[src/rtl/extint_pkg.sv]
package extint_pkg;
   typedef enum logic [1:0] {
      SENSE_LOW  = 2'b00,
      SENSE_RSVD = 2'b01,
      SENSE_FALL = 2'b10,
      SENSE_RISE = 2'b11
   } sense_e;

   localparam int BIT_SLP_EN   = 5;
   localparam int BIT_SLP_MODE = 4;
   localparam int SENSE_LSB    = 0;
endpackage

[src/rtl/extint_ctrl_reg.sv]
module extint_ctrl_reg
   import extint_pkg::*;
#(
   parameter int          ADDR_W    = 6,
   parameter int          DATA_W    = 8,
   parameter logic [31:0] CTRL_ADDR = 32'h35
) (
   input  logic              clk,
   input  logic              rst_n,
   input  logic [ADDR_W-1:0] reg_addr,
   input  logic              reg_wr,
   input  logic [DATA_W-1:0] reg_wdata,
   output logic [DATA_W-1:0] reg_rdata,
   output logic              slp_en,
   output logic              slp_mode,
   output sense_e            sense,
   output logic              sense_chg
);
   localparam logic [DATA_W-1:0] WMASK =
      DATA_W'((1 << BIT_SLP_EN) | (1 << BIT_SLP_MODE) | (3 << SENSE_LSB));

   if (DATA_W < 6) begin : g_bad_width
      $error("extint_ctrl_reg: DATA_W must be at least 6");
   end
   if (CTRL_ADDR >= (32'd1 << ADDR_W)) begin : g_bad_addr
      $error("extint_ctrl_reg: CTRL_ADDR does not fit ADDR_W");
   end

   logic [DATA_W-1:0] ctrl_q;
   logic [DATA_W-1:0] wr_val;
   logic              hit;

   assign hit       = (reg_addr == CTRL_ADDR[ADDR_W-1:0]);
   assign wr_val    = reg_wdata & WMASK;
   assign sense_chg = hit & reg_wr &
                      (wr_val[SENSE_LSB +: 2] != ctrl_q[SENSE_LSB +: 2]);

   always_ff @(posedge clk or negedge rst_n) begin
      if (!rst_n)
         ctrl_q <= '0;
      else if (hit && reg_wr)
         ctrl_q <= wr_val;
   end

   assign reg_rdata = hit ? ctrl_q : '0;
   assign slp_en    = ctrl_q[BIT_SLP_EN];
   assign slp_mode  = ctrl_q[BIT_SLP_MODE];
   assign sense     = sense_e'(ctrl_q[SENSE_LSB +: 2]);
endmodule

[src/rtl/extint_pin_sync.sv]
module extint_pin_sync #(
   parameter int   STAGES  = 2,
   parameter logic IDLE_LV = 1'b1
) (
   input  logic clk,
   input  logic rst_n,
   input  logic pin_in,
   output logic smp,
   output logic prv
);
   if (STAGES < 1) begin : g_bad_stages
      $error("extint_pin_sync: STAGES must be at least 1");
   end

   logic [STAGES-1:0] chain;

   for (genvar i = 0; i < STAGES; i++) begin : g_stage
      if (i == 0) begin : g_first
         always_ff @(posedge clk or negedge rst_n) begin
            if (!rst_n) chain[0] <= IDLE_LV;
            else        chain[0] <= pin_in;
         end
      end else begin : g_next
         always_ff @(posedge clk or negedge rst_n) begin
            if (!rst_n) chain[i] <= IDLE_LV;
            else        chain[i] <= chain[i-1];
         end
      end
   end

   always_ff @(posedge clk or negedge rst_n) begin
      if (!rst_n) begin
         smp <= IDLE_LV;
         prv <= IDLE_LV;
      end else begin
         smp <= chain[STAGES-1];
         prv <= smp;
      end
   end
endmodule

[src/rtl/extint_trigger.sv]
module extint_trigger
   import extint_pkg::*;
(
   input  logic   clk,
   input  logic   rst_n,
   input  sense_e sense,
   input  logic   sense_chg,
   input  logic   smp,
   input  logic   prv,
   input  logic   ack,
   input  logic   gie,
   input  logic   int_mask,
   output logic   pending,
   output logic   irq
);
   logic fall_det, rise_det, edge_hit, raw_req;

   assign fall_det = prv & ~smp;
   assign rise_det = ~prv & smp;
   assign edge_hit = ((sense == SENSE_FALL) & fall_det) |
                     ((sense == SENSE_RISE) & rise_det);

   always_ff @(posedge clk or negedge rst_n) begin
      if (!rst_n)         pending <= 1'b0;
      else if (sense_chg) pending <= 1'b0;
      else if (edge_hit)  pending <= 1'b1;
      else if (ack)       pending <= 1'b0;
   end

   always_comb begin
      unique case (sense)
         SENSE_LOW:  raw_req = ~smp;
         SENSE_RSVD: raw_req = 1'b0;
         default:    raw_req = pending;
      endcase
   end

   assign irq = raw_req & gie & int_mask;
endmodule

[src/rtl/extint_sleep.sv]
module extint_sleep (
   input  logic clk,
   input  logic rst_n,
   input  logic sleep_strobe,
   input  logic slp_en,
   input  logic slp_mode,
   output logic sleep_req,
   output logic sleep_mode
);
   always_ff @(posedge clk or negedge rst_n) begin
      if (!rst_n) begin
         sleep_req  <= 1'b0;
         sleep_mode <= 1'b0;
      end else if (sleep_strobe && slp_en) begin
         sleep_req  <= 1'b1;
         sleep_mode <= slp_mode;
      end else begin
         sleep_req  <= 1'b0;
      end
   end
endmodule

[src/rtl/extint_sleep_ctrl.sv]
module extint_sleep_ctrl
   import extint_pkg::*;
#(
   parameter int          ADDR_W      = 6,
   parameter int          DATA_W      = 8,
   parameter logic [31:0] CTRL_ADDR   = 32'h35,
   parameter int          SYNC_STAGES = 2,
   parameter logic        PIN_IDLE    = 1'b1
) (
   input  logic              clk,
   input  logic              rst_n,
   input  logic [ADDR_W-1:0] reg_addr,
   input  logic              reg_wr,
   input  logic [DATA_W-1:0] reg_wdata,
   output logic [DATA_W-1:0] reg_rdata,
   input  logic              pin_in,
   input  logic              gie,
   input  logic              int_mask,
   input  logic              ack,
   input  logic              sleep_strobe,
   output logic              irq,
   output logic              sleep_req,
   output logic              sleep_mode
);
   logic   ctl_se, ctl_sm, sense_chg, pin_smp, pin_prv, edge_pend;
   sense_e ctl_sense;

   extint_ctrl_reg #(
      .ADDR_W(ADDR_W), .DATA_W(DATA_W), .CTRL_ADDR(CTRL_ADDR)
   ) u_reg (
      .clk(clk), .rst_n(rst_n), .reg_addr(reg_addr), .reg_wr(reg_wr),
      .reg_wdata(reg_wdata), .reg_rdata(reg_rdata), .slp_en(ctl_se),
      .slp_mode(ctl_sm), .sense(ctl_sense), .sense_chg(sense_chg)
   );

   extint_pin_sync #(.STAGES(SYNC_STAGES), .IDLE_LV(PIN_IDLE)) u_sync (
      .clk(clk), .rst_n(rst_n), .pin_in(pin_in), .smp(pin_smp), .prv(pin_prv)
   );

   extint_trigger u_trig (
      .clk(clk), .rst_n(rst_n), .sense(ctl_sense), .sense_chg(sense_chg),
      .smp(pin_smp), .prv(pin_prv), .ack(ack), .gie(gie),
      .int_mask(int_mask), .pending(edge_pend), .irq(irq)
   );

   extint_sleep u_slp (
      .clk(clk), .rst_n(rst_n), .sleep_strobe(sleep_strobe), .slp_en(ctl_se),
      .slp_mode(ctl_sm), .sleep_req(sleep_req), .sleep_mode(sleep_mode)
   );
endmodule

[config.mk]
export PLATFORM = sky130hd
export DESIGN_NAME = extint_sleep_ctrl
export DESIGN_NICKNAME = d
export VERILOG_FILES = /design/src/rtl/extint_pkg.sv /design/src/rtl/extint_ctrl_reg.sv /design/src/rtl/extint_pin_sync.sv /design/src/rtl/extint_trigger.sv /design/src/rtl/extint_sleep.sv /design/src/rtl/extint_sleep_ctrl.sv
export SDC_FILE = /design/constraint.sdc
export NUM_CORES = 1
export LEC_CHECK = 0
export BUFFER_PORTS_ARGS = -buffer_cell sky130_fd_sc_hd__buf_2
export CAP_MARGIN = 30
export CORE_UTILIZATION = 36
export DETAILED_ROUTE_END_ITERATION = 10
export GPL_TIMING_DRIVEN = 0
export PLACE_DENSITY = 0.73
export SYNTH_ARGS = -nofsm -noshare
export SYNTH_HDL_FRONTEND = slang
export SYNTH_SLANG_ARGS = --single-unit
[constraint.sdc]
create_clock -name clk -period 1.1 [get_ports clk]
set_clock_uncertainty 0.05 [all_clocks]
set_input_delay 0.22 -clock clk [delete_from_list [all_inputs] [get_ports clk]]
set_output_delay 0.22 -clock clk [all_outputs]
set_load 0.01 [all_outputs]
==> out/metrics.csv <==
metric,value,unit
clock net sink count,11,
largest net degree at the start of global routing,12,
DIE AREA,1690,µm²
CP arrival,1150,ps
leak pwr,0.461,nW
run status,"complete, but fails checks",
total via count after detailed routing,446,
die width,41.1,µm
initial antenna violation count,0,
half-perimeter wire length of the detailed placement result,735,µm
layout overhead on the synthesized area,57.0,%
worst hold path stage count,2,
proportion of layout cells with a drive suffix above 1,0.663,
most common library cell in the layout ignoring fill and taps,buf_2,
Floorplan Core Area,1370,µm²
final setup TNS,-1110,ps
DRC errors left,0,
RSZ-0062 raised after global routing,yes,
number of levels the H-tree was split into,1,
ANT nets after route,0,
Placed Cells,85,
minimum setup slack in the final design,-320,ps
later-pin clock latency in the skew report,270,ps
NumNets Final,106,
worst IR drop on VDD,0.567,mV
maximum clock insertion buffer count,2,
Max Cap Violations,0,
CTS tree,yes,
shortest clock period the worst path allows after layout,1420,ps
count of mapped cells out of synthesis,43,
Highest Clock Rate,704,MHz
adder-cell share of the synthesized area,0,
"FF+latch count, synth",11,
num ports,33,
number of setup violations in the final report,7,
Synth Area in Compound Gates,0.0318,
"Period Utilization, post-route",1.29,
count of buffers inserted at the top-level ports,24,
Clock transition at path regs,70,ps
effective utilization at floorplan,0.403,
RePlAce Congestion,0.672,
length in cells of the worst reg-to-reg path,5,
path category of the worst min-delay check,in2reg,
simple-gate share of the synthesized area,0.236,
Synth Area in XOR/XNOR,0.0318,
CP Data Required Time,830,ps
DRC violation total after the first TritonRoute iteration,3,
diodes inserted,0,
total wire length,1170,µm
number of pins with negative max-slew slack in the final report,0,
share of synthesized area occupied by flip-flops and latches,0.509,
startpoint class of the critical path,register,
GRT Residual Overflow,0,
vias in the first global route,452,
tightest hold margin,129,ps
Setup crit end kind,output port,
Pwr Density,1160,nW/µm²
CTS Root Cell,clkbuf_4,
Max Fanout on Critical Path,2,
vias per cell,4.55,
count of non-filler cells in the finished layout,98,
"top library cells by usage in the layout, fill and taps aside","buf_2 (20), buf_4 (8), buf_6 (7), dfrtp_1 (7), mux2_4 (5)",
syn_area_per_cell,12.8,µm²
total design power,0.00100,W
YS warnings,0,
number of cell rows,13,
global router's overall resource usage,0.195,
mux cell area share after synthesis,0.130,
total count of hold-check failures in the final report,0,
combined area of all synthesized cells,551,µm²
pre-CTS setup slack,-263,ps
Unique masters post-synth,20,
drt wl/cell,12.0,µm
first drt pass iteration count,3,
main combinational cell family by area after synthesis,simple AND/OR/NAND/NOR gates,
die outline height,41.1,µm
failing checks,negative setup slack,
clock buffer count from CTS,3,
first-pass GRT wire length,1960,µm
critical path class,reg2out,
-- final cells by class --
cell class | instances | area, µm²
multi-input combinational | 31 | 280
buffer | 4 | 30.0
tap | 15 | 18.8
fill | 125 | 502
sequential | 11 | 280
clock buffer | 4 | 26.3
timing repair buffer | 33 | 229
-- Yosys cell counts --
library cell	instances	area (µm²)
o21ai_1	1	5.00
dfrtp_1	7	175
mux2_2	1	11.3
and2_1	5	31.3
dfstp_2	4	105
nor3b_1	1	7.51
nor2_8	1	20.0
xnor2_1	2	17.5
a21oi_1	1	5.00
a22oi_1	1	7.51
nor3_1	1	5.00
nand4bb_4	1	27.5
conb_1	1	3.75
nor2_1	2	7.51
buf_4	4	30.0
mux2_4	4	60.1
nand2b_1	1	6.26
nand3_1	1	5.00
and3b_1	1	8.76
nand2_1	3	11.3
-- worst max-delay path: stages (launching register included) --
cell,delay (ps)
dfstp_2,550
nor3_2,40
a21oi_1,130
nor2_1,50
buf_2,130
-- timing repair --
| item | 4_1_cts | 5_1_grt |
|---|---|---|
| gates resized for setup | 11 | 4 |
| buffers inserted | 7 | 0 |
| cloned | 0 | 0 |
| endpoints found under the setup margin | 6 | 7 |
| hold buffers | 2 | 0 |
| hold endpoints to repair | 8 | 0 |
| pin swaps | 7 | 3 |
-- metrics by stage --
| step | area (µm²) | utilization |
|---|---|---|
| 2_1_floorplan | 562 | - |
| 3_3_place_gp | 701 | 0.513 |
| 3_5_place_dp | 701 | 0.513 |
| 4_1_cts | 846 | 0.619 |
| 5_1_grt | 865 | 0.633 |
| 6_report | 865 | 0.633 |
-- registers in the layout (all words and copies together), names as in the netlist --
signal,flops
u_slp.sleep_req,1
u_sync.chain,2
u_slp.sleep_mode,1
u_trig.pending,1
u_sync.prv,1
u_sync.smp,1
u_reg.ctrl_q,4
-- report_power, final --
group          internal, W  switching, W
clock network     0.000140      0.000130
logic             0.000161     0.0000930
registers         0.000453     0.0000270
-- cell families after synthesis --
| group | count (synthesis) |
|---|---|
| AND/OR/NAND/NOR | 17 |
| flip-flops | 11 |
| multiplexers | 5 |
| buffers and inverters | 4 |
| AO/OA/AOI/OAI | 3 |
| XOR/XNOR | 2 |
| other | 1 |
-- per-layer routing --
layer	share of wire	up-vias	track usage
met5	0	-	0
met4	0	0	0.0968
li1	-	217	-
met3	0.064	0	0.0652
met1	0.41	208	0.235
met2	0.53	21	0.309
-- worst paths after layout --
kind / to / slack [ps] / start
max: irq / -320 / u_sync.smp
min: u_reg.ctrl_q[4] / 130 / reg_wdata[4]
max reg2reg: u_trig.pending / -90 / u_reg.ctrl_q[0]
min reg2reg: u_sync.chain[1] / 310 / u_sync.chain[0]
max in group asynchronous: u_sync.smp / 420 / rst_n
min in group asynchronous: u_reg.ctrl_q[4] / 310 / rst_n
Power figures use the tool's default switching activity.
